$ cat src/rtl/isoio_pkg.sv
// Package: shared constants and offset helpers for the isolated I/O port controller.
// Assumes a byte-wide bus and two 8-bit banks of inputs and outputs.
package isoio_pkg;

    localparam int ADDR_W   = 3;
    localparam int BYTE_W   = 8;
    localparam int NUM_BANK = 2;
    localparam int IO_W     = BYTE_W * NUM_BANK;

    // Control offset: a read arms interrupts, a write disarms them.
    localparam logic [ADDR_W-1:0] CTRL_OFS = 3'd2;

    // Output bank b sits at offset 4*b.
    function automatic logic [ADDR_W-1:0] out_ofs(input int bank);
        return ADDR_W'(4 * bank);
    endfunction

    // Input bank b sits at offset 4*b+1.
    function automatic logic [ADDR_W-1:0] in_ofs(input int bank);
        return ADDR_W'(4 * bank + 1);
    endfunction

    // Decoded bus side effects passed from the register file to the interrupt logic.
    typedef struct packed {
        logic arm;
        logic disarm;
        logic clr;
    } irq_ctl_t;

endpackage

$ cat src/rtl/isoio_sync.sv
// Module: isoio_sync
// Brings asynchronous input lines into the clock domain with a chain of
// STAGES flops per bit. Assumes that each bit is independent: no
// multi-bit coherency is promised across the bus.
module isoio_sync #(
    parameter int W      = 16,
    parameter int STAGES = 2
) (
    input  logic         clk,
    input  logic         rst_n,
    input  logic [W-1:0] async_in,
    output logic [W-1:0] sync_out
);

    logic [W-1:0] chain_q [STAGES];

    generate
        for (genvar s = 0; s < STAGES; s++) begin : g_stage
            if (s == 0) begin : g_first
                // First stage: capture the raw lines.
                always_ff @(posedge clk) begin
                    if (!rst_n) chain_q[0] <= '0;
                    else        chain_q[0] <= async_in;
                end
            end else begin : g_next
                // Later stages: shift along the chain.
                always_ff @(posedge clk) begin
                    if (!rst_n) chain_q[s] <= '0;
                    else        chain_q[s] <= chain_q[s-1];
                end
            end
        end
    endgenerate

    assign sync_out = chain_q[STAGES-1];

endmodule

$ cat src/rtl/isoio_chg_irq.sv
// Module: isoio_chg_irq
// Detects any change between consecutive synchronised samples, keeps the
// armed state, and latches one shared pending flag. Assumes the bus never
// strobes arm and disarm in the same cycle; if it does, disarm wins.
// A change detected in the same cycle as a clear keeps the flag set, so
// no event is lost.
module isoio_chg_irq
    import isoio_pkg::*;
#(
    parameter int W = 16
) (
    input  logic         clk,
    input  logic         rst_n,
    input  logic [W-1:0] smp,
    input  irq_ctl_t     ctl,
    output logic         irq
);

    logic [W-1:0] prev_q;
    logic         en_q;
    logic         pend_q;
    logic         chg_any;
    logic         en_now;
    logic         set_now;

    // Change detect: any bit that differs from the previous sample.
    assign chg_any = |(smp ^ prev_q);
    // Arming counts on the strobe's own clock; disarming also.
    assign en_now  = (en_q | ctl.arm) & ~ctl.disarm;
    assign set_now = chg_any & en_now;

    // Previous-sample register for edge detection.
    always_ff @(posedge clk) begin
        if (!rst_n) prev_q <= '0;
        else        prev_q <= smp;
    end

    // Armed state: write disarms, read arms.
    always_ff @(posedge clk) begin
        if (!rst_n)          en_q <= 1'b0;
        else if (ctl.disarm) en_q <= 1'b0;
        else if (ctl.arm)    en_q <= 1'b1;
    end

    // Sticky pending flag: a new change wins over a clear.
    always_ff @(posedge clk) begin
        if (!rst_n)       pend_q <= 1'b0;
        else if (set_now) pend_q <= 1'b1;
        else if (ctl.clr) pend_q <= 1'b0;
    end

    assign irq = pend_q;

    AST_PEND_NEEDS_ARM: assert property (@(posedge clk) disable iff (!rst_n)
        $rose(pend_q) |-> $past(en_q || ctl.arm));
    AST_PEND_STICKY: assert property (@(posedge clk) disable iff (!rst_n)
        (pend_q && !ctl.clr) |=> pend_q);
    AST_CLR_DROPS: assert property (@(posedge clk) disable iff (!rst_n)
        (ctl.clr && !chg_any) |=> !pend_q);
    AST_DISARM_TAKES: assert property (@(posedge clk) disable iff (!rst_n)
        ctl.disarm |=> !en_q);
    AST_ARM_TAKES: assert property (@(posedge clk) disable iff (!rst_n)
        (ctl.arm && !ctl.disarm) |=> en_q);

endmodule

$ cat src/rtl/isoio_regs.sv
// Module: isoio_regs
// Decodes the byte bus, holds the output bytes, registers read data, and
// turns control accesses into arm, disarm and clear pulses. Assumes the
// read strobe and the write strobe never name the same offset in one
// cycle. Read data holds between read strobes.
module isoio_regs
    import isoio_pkg::*;
(
    input  logic              clk,
    input  logic              rst_n,
    input  logic [ADDR_W-1:0] addr,
    input  logic              wr,
    input  logic [BYTE_W-1:0] wdata,
    input  logic              rd,
    input  logic [IO_W-1:0]   in_smp,
    output logic [BYTE_W-1:0] rdata,
    output logic [IO_W-1:0]   out_q,
    output irq_ctl_t          ctl
);

    logic [BYTE_W-1:0] rd_next;
    logic              rd_hit;

    generate
        for (genvar b = 0; b < NUM_BANK; b++) begin : g_bank
            // Output byte register for bank b.
            always_ff @(posedge clk) begin
                if (!rst_n)                         out_q[b*BYTE_W +: BYTE_W] <= '0;
                else if (wr && addr == out_ofs(b)) out_q[b*BYTE_W +: BYTE_W] <= wdata;
            end

            AST_OUT_HOLD: assert property (@(posedge clk) disable iff (!rst_n)
                !(wr && addr == out_ofs(b)) |=> $stable(out_q[b*BYTE_W +: BYTE_W]));
        end
    endgenerate

    // Read mux: input banks return samples, every other offset returns zero.
    always_comb begin
        rd_next = '0;
        rd_hit  = 1'b0;
        for (int b = 0; b < NUM_BANK; b++) begin
            if (addr == in_ofs(b)) begin
                rd_next = in_smp[b*BYTE_W +: BYTE_W];
                rd_hit  = 1'b1;
            end
        end
    end

    // Read data register, loaded only on a read strobe.
    always_ff @(posedge clk) begin
        if (!rst_n)  rdata <= '0;
        else if (rd) rdata <= rd_next;
    end

    // Side-effect pulses for the interrupt logic.
    always_comb begin
        ctl.arm    = rd && (addr == CTRL_OFS);
        ctl.disarm = wr && (addr == CTRL_OFS);
        ctl.clr    = wr && (addr == in_ofs(0));
    end

    AST_RD_HOLD: assert property (@(posedge clk) disable iff (!rst_n)
        !rd |=> $stable(rdata));
    AST_RD_ZERO: assert property (@(posedge clk) disable iff (!rst_n)
        (rd && !rd_hit) |=> (rdata == '0));

endmodule

$ cat src/rtl/isoio_ctrl.sv
// Module: isoio_ctrl (top)
// Isolated I/O port controller: sixteen outputs, sixteen synchronised
// inputs, and one change interrupt behind an eight-byte register window.
// Assumes one bus access per cycle and inputs that are asynchronous to clk.
module isoio_ctrl
    import isoio_pkg::*;
#(
    parameter int SYNC_STAGES = 2
) (
    input  logic              clk,
    input  logic              rst_n,
    input  logic [ADDR_W-1:0] bus_addr,
    input  logic              bus_wr,
    input  logic [BYTE_W-1:0] bus_wdata,
    input  logic              bus_rd,
    output logic [BYTE_W-1:0] bus_rdata,
    input  logic [IO_W-1:0]   din,
    output logic [IO_W-1:0]   dout,
    output logic              irq
);

    logic [IO_W-1:0] din_sync;
    irq_ctl_t        ctl;

    isoio_sync #(.W(IO_W), .STAGES(SYNC_STAGES)) u_sync (
        .clk      (clk),
        .rst_n    (rst_n),
        .async_in (din),
        .sync_out (din_sync)
    );

    isoio_regs u_regs (
        .clk    (clk),
        .rst_n  (rst_n),
        .addr   (bus_addr),
        .wr     (bus_wr),
        .wdata  (bus_wdata),
        .rd     (bus_rd),
        .in_smp (din_sync),
        .rdata  (bus_rdata),
        .out_q  (dout),
        .ctl    (ctl)
    );

    isoio_chg_irq #(.W(IO_W)) u_irq (
        .clk   (clk),
        .rst_n (rst_n),
        .smp   (din_sync),
        .ctl   (ctl),
        .irq   (irq)
    );

    AST_RESET_QUIET: assert property (@(posedge clk)
        !rst_n |=> (dout == '0 && !irq && bus_rdata == '0));

endmodule

$ cat config.mk
export PLATFORM = sky130hd
export DESIGN_NAME = isoio_ctrl
export DESIGN_NICKNAME = d
export VERILOG_FILES = /design/src/rtl/isoio_pkg.sv /design/src/rtl/isoio_sync.sv /design/src/rtl/isoio_chg_irq.sv /design/src/rtl/isoio_regs.sv /design/src/rtl/isoio_ctrl.sv
export SDC_FILE = /design/constraint.sdc
export NUM_CORES = 1
export LEC_CHECK = 0
export ABC_AREA = 0
export ABC_CLOCK_PERIOD_IN_PS = 2200
export BUFFER_PORTS_ARGS = -buffer_cell sky130_fd_sc_hd__buf_2
export CORE_ASPECT_RATIO = 1.25
export CORE_MARGIN = 3
export CORE_UTILIZATION = 38
export CTS_BUF_LIST = sky130_fd_sc_hd__clkbuf_8
export CTS_CLUSTER_SIZE = 16
export DETAILED_ROUTE_END_ITERATION = 10
export MAX_ROUTING_LAYER = met4
export SYNTH_ARGS = -nofsm -noshare
export SYNTH_HDL_FRONTEND = slang
export SYNTH_SLANG_ARGS = --single-unit
$ cat constraint.sdc
create_clock -name clk -period 2.2 [get_ports clk]
set_input_delay 0.22 -clock clk [delete_from_list [all_inputs] [get_ports clk]]
set_output_delay 0.22 -clock clk [all_outputs]
set_load 0.01 [all_outputs]
==> results of run 1 <==
[metal layers]
metal	global-route usage (%)	vias up
met5	-	-
met4	6.864	0
met3	3.445	9
met2	17.99	50
met1	13.46	727
li1	-	876
[final timing paths]
kind / start / end / slack (ns) / cells after the start
hold / removal: din[11] / u_sync.chain_q[0][11] / 0.09 / 2
setup / recovery: u_sync.chain_q[1][1] / u_irq.irq / 0.89 / 4
setup reg to reg: u_sync.chain_q[1][1] / u_irq.irq / 0.89 / 4
hold reg to reg: u_sync.chain_q[0][7] / u_sync.chain_q[1][7] / 0.43 / 1
[layout make-up]
cell class                 instances  area (µm²)  share of cell area (%)
clock buffer                       9       123.9                   4.042
clock inverter                     6       82.58                   2.695
inverter                           2       7.507                  0.2450
multi-input combinational        151       964.7                   31.48
sequential                        74        1481                   48.35
tap                               85       106.4                   3.471
timing repair buffer              58       297.8                   9.718
[worst reg2reg max path, delay by kind of cell (launching register included)]
family | cells | cell delay, ns
compound gates | 1 | 0.21
xor+xnor | 1 | 0.16
flops | 1 | 0.33
simple gates | 2 | 0.51
[flip-flops by register name, summed over array words and instances, names as in the netlist]
signal          flops
u_sync.chain_q     32
u_irq.en_q          1
u_regs.rdata        8
u_regs.out_q       16
u_irq.irq           1
u_irq.prev_q       16
[report_power, final]
| part | switching [mW] | internal, mW | leakage, nW |
|---|---|---|---|
| Combinational | 0.0752 | 0.0741 | 0.698 |
| Sequential | 0.0197 | 1.38 | 0.605 |
| Clock | 0.451 | 0.626 | 0.105 |
[placed cells by master, fill, tap and decap left out]
master	n
nand2b_4	1
bufinv_16	2
clkbuf_8	9
clkinvlp_4	1
a31oi_1	1
dfxtp_1	74
a311oi_2	1
nor3b_2	1
clkinv_2	3
or3_1	1
nor3_4	1
mux2i_1	16
nand3b_1	1
buf_4	3
a32o_1	1
nor2_1	24
nor2_2	1
xor2_1	16
inv_1	2
and2_1	48
a21oi_1	16
or3b_1	1
buf_2	55
nand2_1	16
nand4_1	1
nor4_1	4
[cell families (layout without fill, tap and decap cells)]
family / count (synthesis) / count (layout) / synth area share, %
AO/OA/AOI/OAI: 19 / 19 / 4.448
XOR/XNOR: 16 / 16 / 5.597
buffers and inverters: 12 / 75 / 2.299
flip-flops: 74 / 74 / 59.17
multiplexers: 16 / 16 / 6.397
AND/OR/NAND/NOR: 100 / 100 / 22.09
[Yosys cell counts, types with 2 or more instances]
master / count
dfxtp_1: 74
and2_1: 48
nor2_1: 24
a21oi_1: 16
mux2i_1: 16
nand2_1: 16
xor2_1: 16
clkbuf_1: 7
nor4_1: 4
inv_1: 2
==> qor.yml, run 1 <==
run_status:
  status: "finished, final reports clean"
pwr:
  ir_drop_v: 0.0004544
  p_leak_nw: 1.409
  total_power_mw: 2.630
  power.density_nw_per_um2: 858.3
clock_tree:
  cts_buffers: 9
  cts-root-buf: "clkbuf_8"
  cts_setup_buffers: 0
  cts_max_level: 3
  cts_tree: "built"
  clock_path_buffers: 2
  clock_latency_ns: 0.33
  path_clk_slew_ns: 0.07
  cts_resized: 0
  cts.sinks: 74
  holdBufCountCts: 0
yosys:
  async_reset_ff_share_pct: 0
  synthesis.nets: 268
  synth-edff-count: 0
  syn_area_um2: 2504
  netlist_instances: 237
  synth_area_leader_cell: "dfxtp_1"
  synth_top_flop_cell: "dfxtp_1"
  yosysUniqueCellTypes: 24
  ys_warn_count: 0
  ys_top_cells_by_area: "dfxtp_1 (59%), and2_1 (12%), mux2i_1 (6.4%)"
  ys_seq_area_share_pct: 59.17
  ys_seq_elements: 74
  syn_area_per_cell_um2: 10.56
  yosysTopAreaCellShare_pct: 59.17
drt:
  wire_per_inst_um: 10.68
  via_count: 1662
  route.met2.wl_mm: 1.895
  drt-initial-drc-count: 55
  top_layer: "met4"
  m1WireLength_mm: 1.886
  wirelength_mm: 4.111
  first_pass_iters: 5
  drc: 0
  dr_wl_met3_um: 240
  vias_per_cell: 4.317
  drtAntennaViolNets: 0
floorplanning:
  fp-row-count: 32
  start_util_pct: 39.83
  dieWidth_um: 78.60
  dieHeight_um: 96.75
  coreArea_um2: 6286
  dieArea_um2: 7605
  io_pins: 56
grt:
  antenna_found_initial: 0
  grt-ovfl-total: 0
  grt_pass1_wl_mm: 6.762
  grt_pass1_vias: 1515
  grt_use_total_pct: 11.72
  grt_start_max_net_pins: 31
placement:
  place.detailed.hpwl_mm: 2.978
  place_congestion: 0.6779
  io_buffers: 55
  dpl.cell_count: 370
  dp_slack_ns: 0.8226
  placed_area_um2: 2858
min_path:
  min_path_type: "in -> reg"
flow_run:
  max_cap_viol_count: 0
setup_path:
  critPathLaunchType: "flop"
  crit_required_ns: 2.42
  arrival_ns: 1.53
  critPathTopFamily: "simple AND/OR/NAND/NOR gates"
  crit_chain: "xor2_1, nor4_1, nand4_1, a32o_1"
  cpMaxStageDelayCell: "nor4_1"
  critical_path_class: "reg -> reg"
  cp-end-kind: "flop"
  path_buf_inv: 0
  cp_max_fo: 3
  slowest_delay_ns: 0.37
timing:
  rsz0062_at_grt: "no"
  drv_slew: 0
  setup_ws_ns: 0.8925
  finalSetupTns_ns: 0
  hold_viol_final: 0
  fin_hold_ws_ns: 0.09220
  fin_crit_sh_pct: 59.43
  worst_pin_slew_ns: 0.3799
  setup_viol_count_final: 0
  fin_worst_skew_ns: 0.008478
  fmax_ghz: 0.7648
  period_minus_slack_ns: 1.307
  relSlewSlack_pct: 74.67
layout:
  n_antenna_cell: 0
  finalInstanceArea_um2: 3064
  drive_gt1_share_pct: 26.00
  area_delta_synth_final_pct: 22.39
  finalCoreUtilization_pct: 48.75
  finalNonFillerCells: 385
  n_fill_cell: 595
  finalNetCount: 327
(Power assumes the default switching activity.)
==> run 2: changes to the inputs <==
- ABC_CLOCK_PERIOD_IN_PS: 2200 -> 1150
- clock period: 2.2 -> 1.15 ns (I/O delays scaled with it)
==> qor.yml, run 2 (synthesis results as in run 1) <==
layout:
  n_fill_cell: 586  # -1.5%
  finalInstanceArea_um2: 3323  # +8.5%
  n_antenna_cell: 0  # unchanged
  multi_input_area_um2: 970.9  # +0.65%
  area_delta_synth_final_pct: 32.73
  final_cell_mix: "dfxtp_1 (72), buf_2 (55), and2_1 (48)"
  finalNetCount: 358  # +9.5%
  top_regs: "u_sync.chain_q x32, u_irq.prev_q x16, u_regs.out_q x16"
  layout.area.seq_um2: 1484  # +0.17%
  drive_gt1_share_pct: 28.70  # +2.7 points
  finalNonFillerCells: 416  # +8.1%
  top_register: "u_sync.chain_q"
  largest_reg_flops: 32  # unchanged
  layout_commonest_cell: "dfxtp_1"
setup_path:
  cpMaxStageDelayCell: "dfxtp_1"
  timing.rr.start: "u_sync.chain_q[1][2]"
  cp-end-kind: "flop"
  ff2ff_path_depth: 4  # unchanged
  cp_max_fo: 3  # unchanged
  crit_required_ns: 1.37  # -1.05 ns
  critical_path_class: "reg -> reg"
  crit_chain: "xor2_1, nor4_1, nand4_1, a32o_1"
  r2r-end: "u_irq.irq"
  arrival_ns: 1.47  # -0.06 ns
  critPathLaunchType: "flop"
  reg2reg_slack_ns: -0.1  # -0.99 ns
  slowest_delay_ns: 0.34  # -0.03 ns
clock_tree:
  path_clk_slew_ns: 0.07  # about the same
  cts_buffers: 9  # unchanged
  cts-root-buf: "clkbuf_8"
  clock_path_buffers: 2  # unchanged
  cts.sinks: 74  # unchanged
  clock_latency_ns: 0.33  # about the same
  cts_max_level: 3  # unchanged
  cts_tree: "built"
  cts_setup_buffers: 0  # unchanged
pwr:
  switchingPower_mw: 1.069  # +96%
  p_leak_nw: 1.546  # +9.8%
  pwr-share-comb_pct: 7.5  # +1.8 points
  power.density_nw_per_um2: 1474  # +72%
  power_frac_seq_pct: 54.8  # +1.4 points
  p_clk_share_pct: 37.7  # -3.3 points
  internal_power_mw: 3.830  # +84%
  p_sw_share_pct: 21.81  # +1.0 points
  total_power_mw: 4.899  # +86%
  ir_drop_v: 0.0007195  # +58%
grt:
  grt_pass1_wl_mm: 7.797  # +15%
  antenna_found_initial: 0  # unchanged
  grt_pass1_vias: 1798  # +19%
  grt_start_max_net_pins: 37  # +19%
  grt_use_total_pct: 13.35  # +1.6 points
  grt-ovfl-total: 0  # unchanged
drt:
  drt-initial-drc-count: 24  # -56%
  drc: 0  # unchanged
  wire_per_inst_um: 10.83  # +1.4%
  via_count: 1780  # +7.1%
  vias_per_cell: 4.279  # -0.88%
  first_pass_iters: 4  # -1
  wirelength_mm: 4.504  # +9.6%
  drtAntennaViolNets: 0  # unchanged
floorplanning:
  fp-row-count: 32  # unchanged
  start_util_pct: 39.83  # unchanged
  dieHeight_um: 96.75  # unchanged
  coreArea_um2: 6286  # unchanged
  dieWidth_um: 78.60  # unchanged
  io_pins: 56  # unchanged
  dieArea_um2: 7605  # unchanged
timing:
  setup_viol_count_final: 1  # +1
  hold_viol_final: 0  # unchanged
  fin_crit_sh_pct: 108.7  # +49 points
  finalSetupTns_ns: -0.09961  # -0.09961 ns
  fin_worst_skew_ns: 0.008324  # -0.0001542 ns
  fmax_ghz: 0.8002  # +4.6%
  relSlewSlack_pct: 76.04  # +1.4 points
  period_minus_slack_ns: 1.250  # -0.05787 ns
  drv_slew: 0  # unchanged
  rsz0062_at_grt: "yes"
  setup_ws_ns: -0.09961  # -0.9921 ns
  worst_pin_slew_ns: 0.3582  # -0.02173 ns
  fin_hold_ws_ns: 0.03272  # -0.05948 ns
placement:
  dpl.cell_count: 385  # +4.1%
  io_buffers: 55  # unchanged
  place.detailed.hpwl_mm: 3.180  # +6.8%
  place_congestion: 0.6915  # +2.0%
  placed_area_um2: 2970  # +3.9%
flow_run:
  max_cap_viol_count: 0  # unchanged
run_status:
  violations: "setup timing"
  status: "complete, but fails checks"
min_path:
  holdPathStages: 3  # +1
  holdPathEnd: "u_regs.out_q[9]"
  min_path_type: "in -> reg"
  holdCritStartpoint: "bus_wdata[1]"
==> run 2: worst max path at each step <==
stage | startpoint | depth (start not counted) | endpoint | slack [ns]
2_1_floorplan | u_sync.chain_q[1][1] | 4 | u_irq.irq | 0.02
3_3_place_gp | u_sync.chain_q[1][1] | 4 | u_irq.irq | -0.14
3_5_place_dp | u_sync.chain_q[1][1] | 4 | u_irq.irq | -0.18
4_1_cts | u_sync.chain_q[1][13] | 4 | u_irq.irq | -0.14
5_1_grt | u_sync.chain_q[1][1] | 4 | u_irq.irq | -0.21
6_report | u_sync.chain_q[1][2] | 4 | u_irq.irq | -0.1
==> run 2: per-layer routing <==
metal	vias to the layer above	part of all wire, %	track usage (%)
met1	781	44	14.82
li1	945	-	-
met2	48	49	21.84
met5	-	0	-
met3	6	5.8	3.166
met4	0	0.84	7.268
==> run 2: timing repair <==
action,in CTS,in global routing
pin swaps,3,2
hold buffers,16,0
endpoints found under the hold margin,16,0
gates resized for setup,2,1
endpoints found under the setup margin,1,1
==> run 2: power by group through the flow <==
stage | clock network [mW] | logic [mW] | registers, mW
final | 1.85 | 0.368 | 2.68
after global routing | 2.03 | 0.413 | 2.69
after CTS | 1.92 | 0.373 | 2.68
after detailed placement | 0 | 0.327 | 2.74
after global placement | 0 | 0.324 | 2.74
after floorplan | 0 | 0.173 | 2.75
==> run 2: final cells by class <==
cell class,count,area share [%]
Sequential cell,74,44.65
Inverter,2,0.2259
Clock inverter,6,1.807
Clock buffer,9,3.727
Timing Repair Buffer,89,17.17
Tap cell,85,3.200
Multi-Input combinational cell,151,29.22
==> run 2: stage by stage <==
| stage | worst slack [ns] | utilization (%) |
|---|---|---|
| floorplan | 0.02070 | - |
| global placement | -0.1387 | 47.25 |
| detailed placement | -0.1754 | 47.25 |
| CTS | -0.1350 | 52.85 |
| global route | -0.2146 | 52.87 |
| finish | -0.09961 | 52.87 |
==> run 2: worst max-delay path, delay by kind of cell, from the launching register on <==
kind	cells	cell delay, ns
AO/OA/AOI/OAI	1	0.22
XOR/XNOR	1	0.16
flip-flops	1	0.34
AND/OR/NAND/NOR	2	0.42
==> run 3: changes to the inputs <==
- CORE_UTILIZATION: 38 -> 40
==> qor.yml, run 3 (synthesis results as in run 1) <==
layout:
  area_delta_synth_final_pct: 33.33
  finalCoreUtilization_pct: 56.25  # +3.4 points
  n_antenna_cell: 0  # unchanged
  finalNonFillerCells: 412  # -0.96%
  multi_input_area_um2: 983.4  # +1.3%
  drive_gt1_share_pct: 28.79  # +0.087 points
  finalNetCount: 357  # -0.28%
  final_cell_mix: "dfxtp_1 (72), buf_2 (55), and2_1 (48)"
  layout.area.seq_um2: 1484  # unchanged
  layout_commonest_cell: "dfxtp_1"
  n_fill_cell: 560  # -4.4%
  largest_reg_flops: 32  # unchanged
  top_regs: "u_sync.chain_q x32, u_irq.prev_q x16, u_regs.out_q x16"
  top_register: "u_sync.chain_q"
clock_tree:
  cts_setup_buffers: 0  # unchanged
  cts.sinks: 74  # unchanged
  path_clk_slew_ns: 0.07  # about the same
  cts_buffers: 9  # unchanged
  cts_tree: "built"
  clock_latency_ns: 0.33  # about the same
  cts_max_level: 3  # unchanged
  clock_path_buffers: 2  # unchanged
  cts-root-buf: "clkbuf_8"
timing:
  relSlewSlack_pct: 77.02  # +0.98 points
  setup_viol_count_final: 1  # unchanged
  fin_crit_sh_pct: 106.7  # -2.0 points
  drv_slew: 0  # unchanged
  fmax_ghz: 0.8153  # +1.9%
  period_minus_slack_ns: 1.227  # -0.02307 ns
  hold_viol_final: 0  # unchanged
  rsz0062_at_grt: "yes"
  setup_ws_ns: -0.07654  # +0.02307 ns
  fin_worst_skew_ns: 0.007338  # -0.0009853 ns
  worst_pin_slew_ns: 0.3435  # -0.01465 ns
placement:
  io_buffers: 55  # unchanged
  place_congestion: 0.8018  # +16%
  place.detailed.hpwl_mm: 3.248  # +2.1%
  dpl.cell_count: 381  # -1.0%
setup_path:
  critPathTopFamily: "simple AND/OR/NAND/NOR gates"
  slowest_delay_ns: 0.31  # -0.03 ns
  crit_required_ns: 1.38  # about the same
  crit_chain: "xor2_1, nor4_2, nand4_1, a32o_1"
  r2r-end: "u_irq.irq"
  cp_max_fo: 1  # -2
  path_buf_inv: 0  # unchanged
  ff2ff_path_depth: 4  # unchanged
  reg2reg_slack_ns: -0.08  # +0.02 ns
  critical_path_class: "reg -> reg"
  critPathLaunchType: "flop"
  cp_num_cells: 4  # unchanged
  cp-end-kind: "flop"
  timing.rr.start: "u_irq.prev_q[15]"
  cpMaxStageDelayCell: "dfxtp_1"
  arrival_ns: 1.46  # about the same
pwr:
  switchingPower_mw: 1.047  # -2.1%
  ir_drop_v: 0.0008269  # +15%
  p_leak_nw: 1.556  # +0.66%
  p_sw_share_pct: 21.22  # -0.60 points
  power_frac_seq_pct: 54.4  # -0.4 points
  p_clk_share_pct: 37.9  # +0.2 points
  internal_power_mw: 3.886  # +1.5%
  pwr-share-comb_pct: 7.7  # +0.2 points
  power.density_nw_per_um2: 1478  # +0.24%
min_path:
  holdPathEnd: "u_regs.out_q[3]"
  holdPathStages: 3  # unchanged
  holdCritStartpoint: "bus_wdata[3]"
  min_path_type: "in -> reg"
grt:
  grt_start_max_net_pins: 36  # -2.7%
  grt_use_total_pct: 14.89  # +1.5 points
  grt_pass1_vias: 1786  # -0.67%
  antenna_found_initial: 0  # unchanged
  grt-ovfl-total: 0  # unchanged
  grt_pass1_wl_mm: 8.100  # +3.9%
floorplanning:
  dieHeight_um: 94.46  # -2.4%
  coreArea_um2: 5934  # -5.6%
  dieArea_um2: 7250  # -4.7%
  io_pins: 56  # unchanged
  start_util_pct: 42.19  # +2.4 points
  fp-row-count: 31  # -3.1%
  dieWidth_um: 76.76  # -2.3%
drt:
  top_layer: "met4"
  dr_wl_met3_um: 237  # -9.9%
  wirelength_mm: 4.638  # +3.0%
  m1WireLength_mm: 2.125  # +7.6%
  via_count: 1823  # +2.4%
  drt-initial-drc-count: 60  # +150%
  drtAntennaViolNets: 0  # unchanged
  drc: 0  # unchanged
  vias_per_cell: 4.425  # +3.4%
  route.met2.wl_mm: 2.162  # -2.9%
  first_pass_iters: 6  # +2
  wire_per_inst_um: 11.26  # +4.0%
run_status:
  status: "complete, but fails checks"
  violations: "setup timing"
flow_run:
  max_cap_viol_count: 0  # unchanged
## run 3: changes by cell type in the layout (fill, tap and decap cells not counted)
cell        change
buf_12          +1
buf_4           -2
clkbuf_8        +1
clkinv_4        -1
clkinvlp_4      -1
inv_1           +1
nor4_1          -2
nor4_2          +2
## run 3: layout make-up
class                   instances  share of cell area [%]
inverters                       2                  0.2249
repair buffers                 88                   17.24
clock buffers                  10                   4.123
flip-flops and latches         74                   44.45
well taps                      82                   3.073
multi-input cells             151                   29.46
clock inverters                 5                   1.424
## run 3: worst max path at each step
stage                                     start   endpoint  slack, ns
after floorplan            u_sync.chain_q[1][1]  u_irq.irq       0.02
after global placement     u_sync.chain_q[1][1]  u_irq.irq      -0.10
after detailed placement   u_sync.chain_q[1][2]  u_irq.irq      -0.15
after CTS                 u_sync.chain_q[1][13]  u_irq.irq       -0.1
after global routing      u_sync.chain_q[1][13]  u_irq.irq      -0.16
final                          u_irq.prev_q[15]  u_irq.irq      -0.08
## run 3: per-layer routing
metal / vias up / track usage, %
met5: - / -
met4: 0 / 8.157
li1: 939 / -
met2: 50 / 23.40
met1: 825 / 16.83
met3: 9 / 4.866
## run 3: worst min-delay path: cells and delay by family
family | cells | cell delay (ns)
AOI/OAI and AO/OA | 1 | 0.05
and+or+nand+nor | 1 | 0.05
buffers and inverters | 1 | 0.10
## run 3: power by group through the flow
stage | Sequential (mW) | Combinational (mW) | Clock [mW]
after global routing | 2.69 | 0.425 | 2.09
after detailed placement | 2.74 | 0.334 | 0
after global placement | 2.74 | 0.332 | 0
after CTS | 2.68 | 0.387 | 1.94
after floorplan | 2.75 | 0.173 | 0
final | 2.68 | 0.382 | 1.87
## run 3: stage by stage
stage | worst slack (ns) | instance area [µm²] | TNS [ns] | power (mW) | hold slack [ns]
floorplan | 0.02070 | 2504 | 0 | 2.918 | 0.2423
global placement | -0.1007 | 2972 | -0.1007 | 3.071 | 0.3203
detailed placement | -0.1531 | 2972 | -0.1963 | 3.076 | 0.3245
CTS | -0.09572 | 3337 | -0.09572 | 5.008 | 0.009785
global route | -0.1553 | 3338 | -0.1553 | 5.203 | 0.02282
finish | -0.07654 | 3338 | -0.07654 | 4.933 | 0.02389
## run 3: what timing repair did
| item | CTS | global route |
|---|---|---|
| pin swaps | 4 | 3 |
| hold buffers | 16 | 0 |
| resized for setup | 4 | 1 |
| endpoints found under the hold margin | 16 | 0 |
| setup endpoints to repair | 1 | 1 |
